**config.mk**
```make
export PLATFORM = sky130hd
export DESIGN_NAME = seg_status_seq
export DESIGN_NICKNAME = d
export VERILOG_FILES = /design/src/rtl/seg_status_pkg.sv /design/src/rtl/seg_bcd_conv.sv /design/src/rtl/seg_sym_select.sv /design/src/rtl/seg_shifter.sv /design/src/rtl/seg_status_seq.sv
export SDC_FILE = /design/constraint.sdc
export NUM_CORES = 1
export LEC_CHECK = 0
export BUFFER_PORTS_ARGS = -buffer_cell sky130_fd_sc_hd__buf_2
export CELL_PAD_IN_SITES_DETAIL_PLACEMENT = 0
export CELL_PAD_IN_SITES_GLOBAL_PLACEMENT = 1
export CORE_AREA = 5 5 103 105
export DETAILED_ROUTE_END_ITERATION = 6
export DIE_AREA = 0 0 108 110
export PLACE_DENSITY = 0.75
export RECOVER_POWER = 100
export SLEW_MARGIN = 0
export SYNTH_ARGS = -nofsm -noshare
export SYNTH_HDL_FRONTEND = slang
export SYNTH_HIERARCHICAL = 1
export SYNTH_SLANG_ARGS = --single-unit
```
**constraint.sdc**
```tcl
create_clock -name clk_i -period 5.1 [get_ports clk_i]
set_input_delay 0 -clock clk_i [delete_from_list [all_inputs] [get_ports clk_i]]
set_output_delay 0 -clock clk_i [all_outputs]
set_load 0.005 [all_outputs]
```
**src/rtl/seg_status_pkg.sv**
```systemverilog
package seg_status_pkg;

  typedef logic [4:0] sym_t;

  localparam sym_t SYM_D     = 5'd10;
  localparam sym_t SYM_A     = 5'd11;
  localparam sym_t SYM_P     = 5'd12;
  localparam sym_t SYM_E     = 5'd13;
  localparam sym_t SYM_C     = 5'd14;
  localparam sym_t SYM_H     = 5'd15;
  localparam sym_t SYM_BLANK = 5'd16;

  typedef enum logic [1:0] {SQ_OFF, SQ_D, SQ_DIG, SQ_HOLD} seq_t;

  // active-low segment patterns, bit 0 shifted first
  function automatic logic [7:0] sym_pattern(sym_t s);
    case (s)
      5'd0:    return 8'd129;
      5'd1:    return 8'd243;
      5'd2:    return 8'd73;
      5'd3:    return 8'd97;
      5'd4:    return 8'd51;
      5'd5:    return 8'd37;
      5'd6:    return 8'd7;
      5'd7:    return 8'd241;
      5'd8:    return 8'd1;
      5'd9:    return 8'd49;
      5'd10:   return 8'd67;
      5'd11:   return 8'd17;
      5'd12:   return 8'd25;
      5'd13:   return 8'd13;
      5'd14:   return 8'd79;
      5'd15:   return 8'd23;
      default: return 8'd255;
    endcase
  endfunction

endpackage

```
**src/rtl/seg_bcd_conv.sv**
```systemverilog
module seg_bcd_conv #(
  parameter int ADDR_W = 9,
  parameter int DIG_N  = 3
) (
  input  logic                 clk_i,
  input  logic                 rst_ni,
  input  logic [ADDR_W-1:0]    addr_i,
  output logic [4*DIG_N-1:0]   digits_o
);

  localparam int CW = $clog2(ADDR_W + 1);
  localparam int BW = 4 * DIG_N;

  logic [ADDR_W-1:0] sh;
  logic [BW-1:0]     bcd, bcd_adj;
  logic [CW-1:0]     cnt;

  for (genvar g = 0; g < DIG_N; g++) begin : g_adj
    assign bcd_adj[4*g +: 4] = (bcd[4*g +: 4] >= 4'd5) ? bcd[4*g +: 4] + 4'd3
                                                       : bcd[4*g +: 4];
  end

  // free-running double dabble; one pass per ADDR_W+1 cycles
  always_ff @(posedge clk_i or negedge rst_ni) begin
    if (!rst_ni) begin
      sh       <= '0;
      bcd      <= '0;
      cnt      <= CW'(ADDR_W);
      digits_o <= '0;
    end else if (cnt == CW'(ADDR_W)) begin
      digits_o <= bcd;
      bcd      <= '0;
      sh       <= addr_i;
      cnt      <= '0;
    end else begin
      {bcd, sh} <= {bcd_adj[BW-2:0], sh, 1'b0};
      cnt       <= cnt + 1'b1;
    end
  end

endmodule

```
**src/rtl/seg_sym_select.sv**
```systemverilog
module seg_sym_select
  import seg_status_pkg::*;
#(
  parameter int HOLD_TICKS = 250,
  parameter int DIG_N      = 3
) (
  input  logic               clk_i,
  input  logic               rst_ni,
  input  logic               hold_tick_i,
  input  logic               data_valid_i,
  input  logic               data_err_i,
  input  logic               preset_mode_i,
  input  logic               preset_save_i,
  input  logic               mains_fail_i,
  input  logic [3:0]         preset_num_i,
  input  logic [4*DIG_N-1:0] digits_i,
  output sym_t               sym_o
);

  localparam int HCW = $clog2(HOLD_TICKS + 1);
  localparam int ICW = $clog2(DIG_N + 1);

  logic [HCW-1:0] hold_cnt;
  logic [ICW-1:0] dig_idx;
  seq_t           seq;
  logic           data_q, pre_q, pre_done;
  logic           pre_act, expire;
  logic [3:0]     cur_dig;

  assign pre_act = preset_mode_i && !data_valid_i;
  assign expire  = hold_tick_i && (hold_cnt == HCW'(HOLD_TICKS - 1));
  assign cur_dig = digits_i[4*dig_idx +: 4];

  always_ff @(posedge clk_i or negedge rst_ni) begin
    if (!rst_ni) begin
      hold_cnt <= '0;
      dig_idx  <= '0;
      seq      <= SQ_OFF;
      data_q   <= 1'b0;
      pre_q    <= 1'b0;
      pre_done <= 1'b0;
    end else begin
      data_q <= data_valid_i;
      pre_q  <= pre_act;
      if (data_valid_i && !data_q) begin
        seq      <= SQ_D;
        hold_cnt <= '0;
      end else if (pre_act && !pre_q) begin
        pre_done <= 1'b0;
        hold_cnt <= '0;
      end else if (hold_tick_i) begin
        hold_cnt <= expire ? '0 : hold_cnt + 1'b1;
        if (expire && data_valid_i && !data_err_i) begin
          unique case (seq)
            SQ_D: begin
              seq     <= SQ_DIG;
              dig_idx <= ICW'(DIG_N - 1);
            end
            SQ_DIG: begin
              if (dig_idx == '0) seq <= SQ_HOLD;
              else               dig_idx <= dig_idx - 1'b1;
            end
            default: ;
          endcase
        end
        if (expire && pre_act) pre_done <= 1'b1;
      end
      if (!data_valid_i) seq <= SQ_OFF;
      if (!pre_act)      pre_done <= 1'b0;
    end
  end

  always_comb begin
    if (mains_fail_i) begin
      sym_o = SYM_H;
    end else if (data_valid_i) begin
      if (data_err_i)          sym_o = SYM_E;
      else if (seq == SQ_DIG)  sym_o = sym_t'({1'b0, cur_dig});
      else                     sym_o = SYM_D;
    end else if (preset_mode_i) begin
      if (preset_save_i)             sym_o = SYM_C;
      else if (!pre_done)            sym_o = SYM_P;
      else if (preset_num_i > 4'd9)  sym_o = SYM_BLANK;
      else                           sym_o = sym_t'({1'b0, preset_num_i});
    end else begin
      sym_o = SYM_A;
    end
  end

endmodule

```
**src/rtl/seg_shifter.sv**
```systemverilog
module seg_shifter
  import seg_status_pkg::*;
#(
  parameter int HALF_DIV = 4
) (
  input  logic clk_i,
  input  logic rst_ni,
  input  sym_t req_sym_i,
  output sym_t last_sym_o,
  output logic busy_o,
  output logic sclk_o,
  output logic sdat_o
);

  localparam int DW = $clog2(HALF_DIV + 1);

  logic [DW-1:0] div_cnt;
  logic [2:0]    bit_idx;
  logic [7:0]    pat, next_pat;

  assign next_pat = sym_pattern(req_sym_i);

  always_ff @(posedge clk_i or negedge rst_ni) begin
    if (!rst_ni) begin
      busy_o     <= 1'b0;
      sclk_o     <= 1'b0;
      sdat_o     <= 1'b0;
      bit_idx    <= '0;
      div_cnt    <= '0;
      pat        <= '1;
      last_sym_o <= SYM_BLANK;
    end else if (!busy_o) begin
      div_cnt <= '0;
      if (req_sym_i != last_sym_o) begin
        busy_o     <= 1'b1;
        last_sym_o <= req_sym_i;
        pat        <= next_pat;
        sdat_o     <= next_pat[0];
        bit_idx    <= '0;
        sclk_o     <= 1'b0;
      end
    end else if (div_cnt != DW'(HALF_DIV - 1)) begin
      div_cnt <= div_cnt + 1'b1;
    end else begin
      div_cnt <= '0;
      if (!sclk_o) begin
        sclk_o <= 1'b1;
      end else begin
        sclk_o <= 1'b0;
        if (bit_idx == 3'd7) begin
          busy_o <= 1'b0;
        end else begin
          bit_idx <= bit_idx + 3'd1;
          sdat_o  <= pat[3'(bit_idx + 3'd1)];
        end
      end
    end
  end

endmodule

```
**src/rtl/seg_status_seq.sv**
```systemverilog
module seg_status_seq
  import seg_status_pkg::*;
#(
  parameter int ADDR_W     = 9,
  parameter int HOLD_TICKS = 250,
  parameter int HALF_DIV   = 4
) (
  input  logic              clk_i,
  input  logic              rst_ni,
  input  logic [ADDR_W-1:0] addr_i,
  input  logic              hold_tick_i,
  input  logic              data_valid_i,
  input  logic              data_err_i,
  input  logic              preset_mode_i,
  input  logic              preset_save_i,
  input  logic              mains_fail_i,
  input  logic [3:0]        preset_num_i,
  output logic              seg_clk_o,
  output logic              seg_dat_o
);

  localparam int DIG_N = (ADDR_W * 30103) / 100000 + 1;

  logic [4*DIG_N-1:0] digits;
  sym_t               req_sym, last_sym;
  logic               shift_busy;

  seg_bcd_conv #(.ADDR_W(ADDR_W), .DIG_N(DIG_N)) i_conv (
    .clk_i    (clk_i),
    .rst_ni   (rst_ni),
    .addr_i   (addr_i),
    .digits_o (digits)
  );

  seg_sym_select #(.HOLD_TICKS(HOLD_TICKS), .DIG_N(DIG_N)) i_sel (
    .clk_i         (clk_i),
    .rst_ni        (rst_ni),
    .hold_tick_i   (hold_tick_i),
    .data_valid_i  (data_valid_i),
    .data_err_i    (data_err_i),
    .preset_mode_i (preset_mode_i),
    .preset_save_i (preset_save_i),
    .mains_fail_i  (mains_fail_i),
    .preset_num_i  (preset_num_i),
    .digits_i      (digits),
    .sym_o         (req_sym)
  );

  seg_shifter #(.HALF_DIV(HALF_DIV)) i_shift (
    .clk_i      (clk_i),
    .rst_ni     (rst_ni),
    .req_sym_i  (req_sym),
    .last_sym_o (last_sym),
    .busy_o     (shift_busy),
    .sclk_o     (seg_clk_o),
    .sdat_o     (seg_dat_o)
  );

endmodule

```
* Yosys cells after proc, flatten, opt, wreduce, memory -nomap -nowiden
Memories as Yosys holds them, arrays and structs flattened. Index checks and enable logic that the tools add are counted.
Storage, ports and cells: flip-flop bits (word level) 74, bits in read-only memories 112, word-level logic and storage cells 131, memories 1
Memories:
- (name not given) | depth 16, width 7, rd ports 1, clocked after memory_dff 0, write ports 0, RTL line seg_status_pkg.sv:17 | case (s)
Cells by class: add/subtract/negate cells 8, $lt $le $gt $ge 5, equal/unequal tests 19, shifts and indexed selects 1, muxes and demuxes 56, bitwise operators 3, reductions and logical operators 21
Operators by type and width (number):
- $mux W8 | 5
- $mux W5 | 7
- $mux W3 | 8
- $mux W1 | 20
- $mux W4 | 4
- $mux W2 | 7
- $ge A4 B3 Y1 const B | 3
- $mux W12 | 1
- $shiftx A12 B5 Y4 | 1
- $ne A2 B2 Y1 const B | 5
- $mux W9 | 1
- $ne A3 B2 Y1 const B | 3
- $add A4 B2 Y4 const B | 2
- $add A8 B1 Y8 const B | 1
- $eq A8 B8 Y1 const B | 1
- $pmux W2 S2 | 2
- $logic_and A1 B1 Y1 | 7
- $add A3 B1 Y3 const B | 2
- $ne A3 B3 Y1 const B | 2
- $reduce_and A6 Y1 | 1
- $ne A5 B5 Y1 | 1
- $reduce_and A5 Y1 | 1
- $add A4 B1 Y4 const B | 1
- $eq A4 B4 Y1 const B | 1
- other kinds (19) | 26

* Longest topological paths before layout
An unclocked memory read counts as a cell.
depth after elaboration 11, gate-level depth with buffers 13, gate-level depth less buffers 12

* Hierarchy
Netlist, hierarchy kept.
Modules (own cells, without submodules):
- seg_bcd_conv | times used 1, cells each 166, area an instance 1641.6 um^2
- seg_shifter | times used 1, cells each 116, area an instance 1241.2 um^2
- seg_sym_select | times used 1, cells each 118, area an instance 1021.0 um^2

* Worst setup path before layout
No wires, ideal clock.
kind reg2reg, start point register i_sel.seq[0], end point register i_shift.pat[2], setup time 82 ps, data arrival time 2442 ps, required time 5018 ps, path slack 2576 ps, stages on the path, launching flop included 13, path through dfrtp_1 inv_1 ha_1 clkbuf_1 a31o_2 a31oi_1 o21bai_1 inv_1 ha_1 nor2_1 a21oi_1 a21o_2 mux2_2
On the way: cells in the longest elaborated chain, start to end 7
RTL lines:
- from (decl) | RTL line seg_sym_select.sv:25 | seq_t seq;
- from (signal assigned) | RTL line seg_sym_select.sv:38 | seq <= SQ_OFF;
- from (signal assigned) | RTL line seg_sym_select.sv:46 | seq <= SQ_D;
- from (signal assigned) | RTL line seg_sym_select.sv:56 | seq <= SQ_DIG;
- $eq A2 B2 Y1 * | RTL line seg_sym_select.sv:78 | else if (seq == SQ_DIG) sym_o = sym_t'({1'b0, cur_dig});
- $mux W4 * | RTL line seg_sym_select.sv:78
- $mux W5 * | RTL line seg_sym_select.sv:77 | if (data_err_i) sym_o = SYM_E;
- $mux W5 * | RTL line seg_sym_select.sv:76 | end else if (data_valid_i) begin
- $mux W5 * | RTL line seg_sym_select.sv:74 | if (mains_fail_i) begin
- via req_sym[0] | RTL line seg_status_seq.sv:25 | sym_t req_sym, last_sym;
- $mem_v2 Z16 W7 / $ne A5 B5 Y1 (equally long branches)
- $mux W8 / $reduce_and A2 Y1 (equally long branches)
- to (signal assigned) | RTL line seg_shifter.sv:37 | pat <= next_pat;
- to (decl) | RTL line seg_shifter.sv:19 | logic [7:0] pat, next_pat;
The timed path passes the listed nets; every way through them passes the cells marked *. A chain may end at the register's enable or synchronous reset.

* Worst setup path after layout
start point input data_valid_i, end point register i_shift.pat[2]
On the way: cells in the longest elaborated chain, start to end 4
RTL lines:
- from (decl) | RTL line seg_status_seq.sv:12 | input logic data_valid_i,
- $mux W5 * | RTL line seg_sym_select.sv:76
- $mux W5 * | RTL line seg_sym_select.sv:74
- via req_sym[3] | RTL line seg_status_seq.sv:25
- $mem_v2 Z16 W7 / $ne A5 B5 Y1 (equally long branches)
- $mux W8 / $reduce_and A2 Y1 (equally long branches)
Marks and branches as above.

==> reports/qor.txt <==
Drt first pass iters: 4
Hold Path Sink: i_sel/pre_q
Main synth FF type: dfrtp_1
Post-synthesis simple-gate area fraction: 0.186
Worst hold path startpoint: preset_mode_i
Internal: 1.10 mW
Die X: 108 um
Worst skew pair latency: 340 ps
Most frequent CP cell: a21oi_1
PortBufs: 22
Post-synthesis sequential area ratio: 0.471
Fin crit share: 0.620
Number of global-route vias before repair: 2783
Max-Cap Viols: 0
Compound-gate portion of the synthesized area: 0.121
Post-synthesis cell area: 3900 um^2
DRC: 0
EDFF count, synth: 0
Clk_skew: 10.8 ps
Largest net degree at the start of global routing: 74
Peak VDD IR: 0.170 mV
Synth warnings: 6
Worst-path clk slew: 80 ps
Hold_buf cts: 12
Setup_tns: 0 ps
CTS tree: done
Metal3 WL: 213 um
CTS sink cnt: 73
Uppermost routed layer: met4
Adder-cell share of the synthesized area: 0.0641
Hold Path Class: input port to register
Post-Route M1 WL: 3600 um
CP top delay family: compound AO/OA/AOI/OAI gates
Num ports: 23
Seq cells post-synth: 73
DP Wirelength: 4870 um
Initial DRC count: 128
Flip-flop and latch area: 1840 um^2
Antenna viol nets, final: 0
Mean post-synth cell area: 9.76 um^2
Antenna Cells: 0
RSZ-0062 raised after global routing: false
Share of cells above drive strength 1: 0.142
Comb power frac: 0.220
Worst Tran Pin Value: 987 ps
Inserted Clock Buffers: 9
Antenna violations before repair: 0
CP max-delay cell: a21oi_1
Crit path arrival time: 3440 ps
Hold Path Depth: 3
Final nets: 473
Xor and xnor area share after synthesis: 0.0269
Largest family of logic cells by synthesized area: simple AND/OR/NAND/NOR gates
DR vias: 2780
R2R Setup Slk: 1970 ps
Post-synthesis cell type count: 59
Static Leak: 2.07 nW
WL/cell: 12.6 um
First-pass GRT wire length: 12800 um
CP max FO: 11
Die height: 110 um
Initial core utilization: 0.409
Cells after synthesis: 400
Fillers: 941
RD Place Congestion: 0.765
GR Util All Layers: 0.135
PD cells: 366 nW/um^2
Util after Layout: 0.457
Via density: 4.88
Multiplexer share of the synthesized area: 0.0782
Switching share of power: 0.311
Required @ worst endpoint: 5380 ps
Post-CTS sizing: 0
Final slew viol count: 0
Number of core rows: 36
Post-CTS setup buffer count: 0
Met2 WL: 3220 um
Relative slew margins: 0.342
Status: finished, final reports clean
Critical path type: input port to register
P_sw: 496 uW
R2R depth: 8
Drt total wl: 7160 um
CP Launch Point: data_valid_i
Clock Power Share: 0.281
Die ar.: 11900 um^2
Seq pwr share: 0.499
CTS max path bufs: 2
Core area: 9550 um^2
RR Startpoint: i_sel/seq[0]
Worst-path cell chain: dlygate4sd3_1, clkbuf_1, inv_1, nand2_1, a2111oi_0, a21oi_1, xor2_1, nor3_1, a21oi_1, mux2_2
Post-Syn Nets: 441
Area grow syn2layout: 11.8%
Reg-to-reg endpoint: i_shift/pat[2]
Synth async-reset ratio: 1.00
Minimum clock period: 3160 ps
Setup crit start kind: input port
Critical Path Max Stage Delay: 740 ps
Area occupied by multi-input gates: 1830 um^2
CP endpoint kind: register
H-tree Lvls: 3
CTS Root Cell: clkbuf_8
Endpoints failing setup: 0
Buf/Inv on CP: 3
Fmax: 316 MHz
Overflow after GRT: 0
Endpoints failing hold: 0
## power groups by stage
| stage | clock network, mW | logic [mW] | registers (mW) |
|---|---|---|---|
| 6_report | 0.448 | 0.352 | 0.796 |
| 5_1_grt | 0.488 | 0.408 | 0.817 |
| 4_1_cts | 0.468 | 0.368 | 0.798 |
| 3_5_place_dp | 0 | 0.358 | 0.810 |
| 3_3_place_gp | 0 | 0.351 | 0.807 |
| 2_1_floorplan | 0 | 0.279 | 0.783 |
## layer usage
metal / vias up / track usage
met5: - / 0
met4: 0 / 0.0649
met3: 7 / 0.0227
met2: 27 / 0.212
met1: 1323 / 0.181
li1: 1423 / -
## Yosys cell counts (4+ instances only)
master	n	share of area
nand2b_1	8	0.013
nand2_1	89	0.086
buf_6	4	0.012
nor2b_1	4	0.0064
nor2_1	23	0.022
mux2_2	8	0.023
inv_1	23	0.022
a21oi_1	21	0.027
o21ai_0	25	0.032
clkbuf_1	4	0.0038
ha_1	20	0.064
nor3b_1	4	0.0077
xor2_1	11	0.025
dfrtp_1	63	0.40
buf_2	6	0.0077
mux2i_1	14	0.036
dfstp_2	10	0.067
## worst max path at each step
| stage | to | slack (ps) | depth (start not counted) |
|---|---|---|---|
| 6_report | i_shift/pat[2] | 1940 | 10 |
| 5_1_grt | i_shift/pat[5] | 1530 | 10 |
| 4_1_cts | i_shift/pat[2] | 2250 | 8 |
| 3_5_place_dp | i_shift/pat[2] | 2230 | 8 |
| 3_3_place_gp | i_shift/pat[2] | 2310 | 8 |
| 2_1_floorplan | i_shift/pat[2] | 2580 | 12 |
## layout make-up
type | instances | area share
inverters | 23 | 0.0198
clock buffers | 10 | 0.0293
flip-flops and latches | 73 | 0.422
well taps | 133 | 0.0381
clock inverters | 6 | 0.0149
repair buffers | 38 | 0.0562
multi-input cells | 287 | 0.420
## kinds of logic after synthesis
logic type | count (synthesis)
mux | 26
flops | 73
fa+ha+maj | 20
xor+xnor | 12
compound gates | 75
buf+inv | 40
simple gates | 154
## cells in the final DEF, fill, tap and decap left out, types with 2 or more instances in the layout
cell type / instances
nand3_1: 2
nor3_1: 5
nor2_1: 23
clkbuf_8: 9
a21oi_1: 22
buf_2: 19
dfstp_2: 9
inv_6: 2
ha_1: 20
nor2b_1: 4
nand2_1: 89
o31ai_1: 3
xor2_1: 11
or4_1: 3
o21ai_0: 25
a31oi_1: 3
mux4_2: 2
nand2b_1: 8
and3_1: 2
clkinv_2: 2
dfrtp_1: 63
and2_1: 2
clkbuf_1: 7
mux2_2: 9
a2bb2oi_1: 3
dlygate4sd3_1: 12
nor3b_1: 4
a2111oi_0: 2
inv_1: 23
or3_1: 2
mux2i_1: 14
## through the flow
step / power (mW) / area (um^2) / hold WS, ps / std cells / setup slack [ps]
after floorplan: 1.06 / 3900 / -296 / 400 / 2580
after global placement: 1.16 / 4090 / 192 / 542 / 2310
after detailed placement: 1.17 / 4090 / 197 / 542 / 2230
after CTS: 1.63 / 4400 / 24.5 / 570 / 2250
after global routing: 1.71 / 4360 / 90.9 / 570 / 1530
final: 1.60 / 4360 / 30.6 / 570 / 1940
## sequential cells by signal (all words and copies together) (netlist names)
| register | flops |
|---|---|
| i_conv/bcd | 12 |
| i_conv/cnt | 4 |
| i_conv/digits_o | 12 |
| i_conv/sh | 9 |
| i_sel/data_q | 1 |
| i_sel/dig_idx | 2 |
| i_sel/hold_cnt | 8 |
| i_sel/pre_done | 1 |
| i_sel/pre_q | 1 |
| i_sel/seq | 2 |
| i_shift/bit_idx | 3 |
| i_shift/busy_o | 1 |
| i_shift/div_cnt | 3 |
| i_shift/last_sym_o | 5 |
| i_shift/pat | 7 |
| i_shift/sclk_o | 1 |
| i_shift/sdat_o | 1 |
## worst min-delay path, cell delays in order
cell and delay, ps:
buf_2 90, nand2_1 130, inv_1 100
No activity file was read; power rests on OpenSTA's default activity.
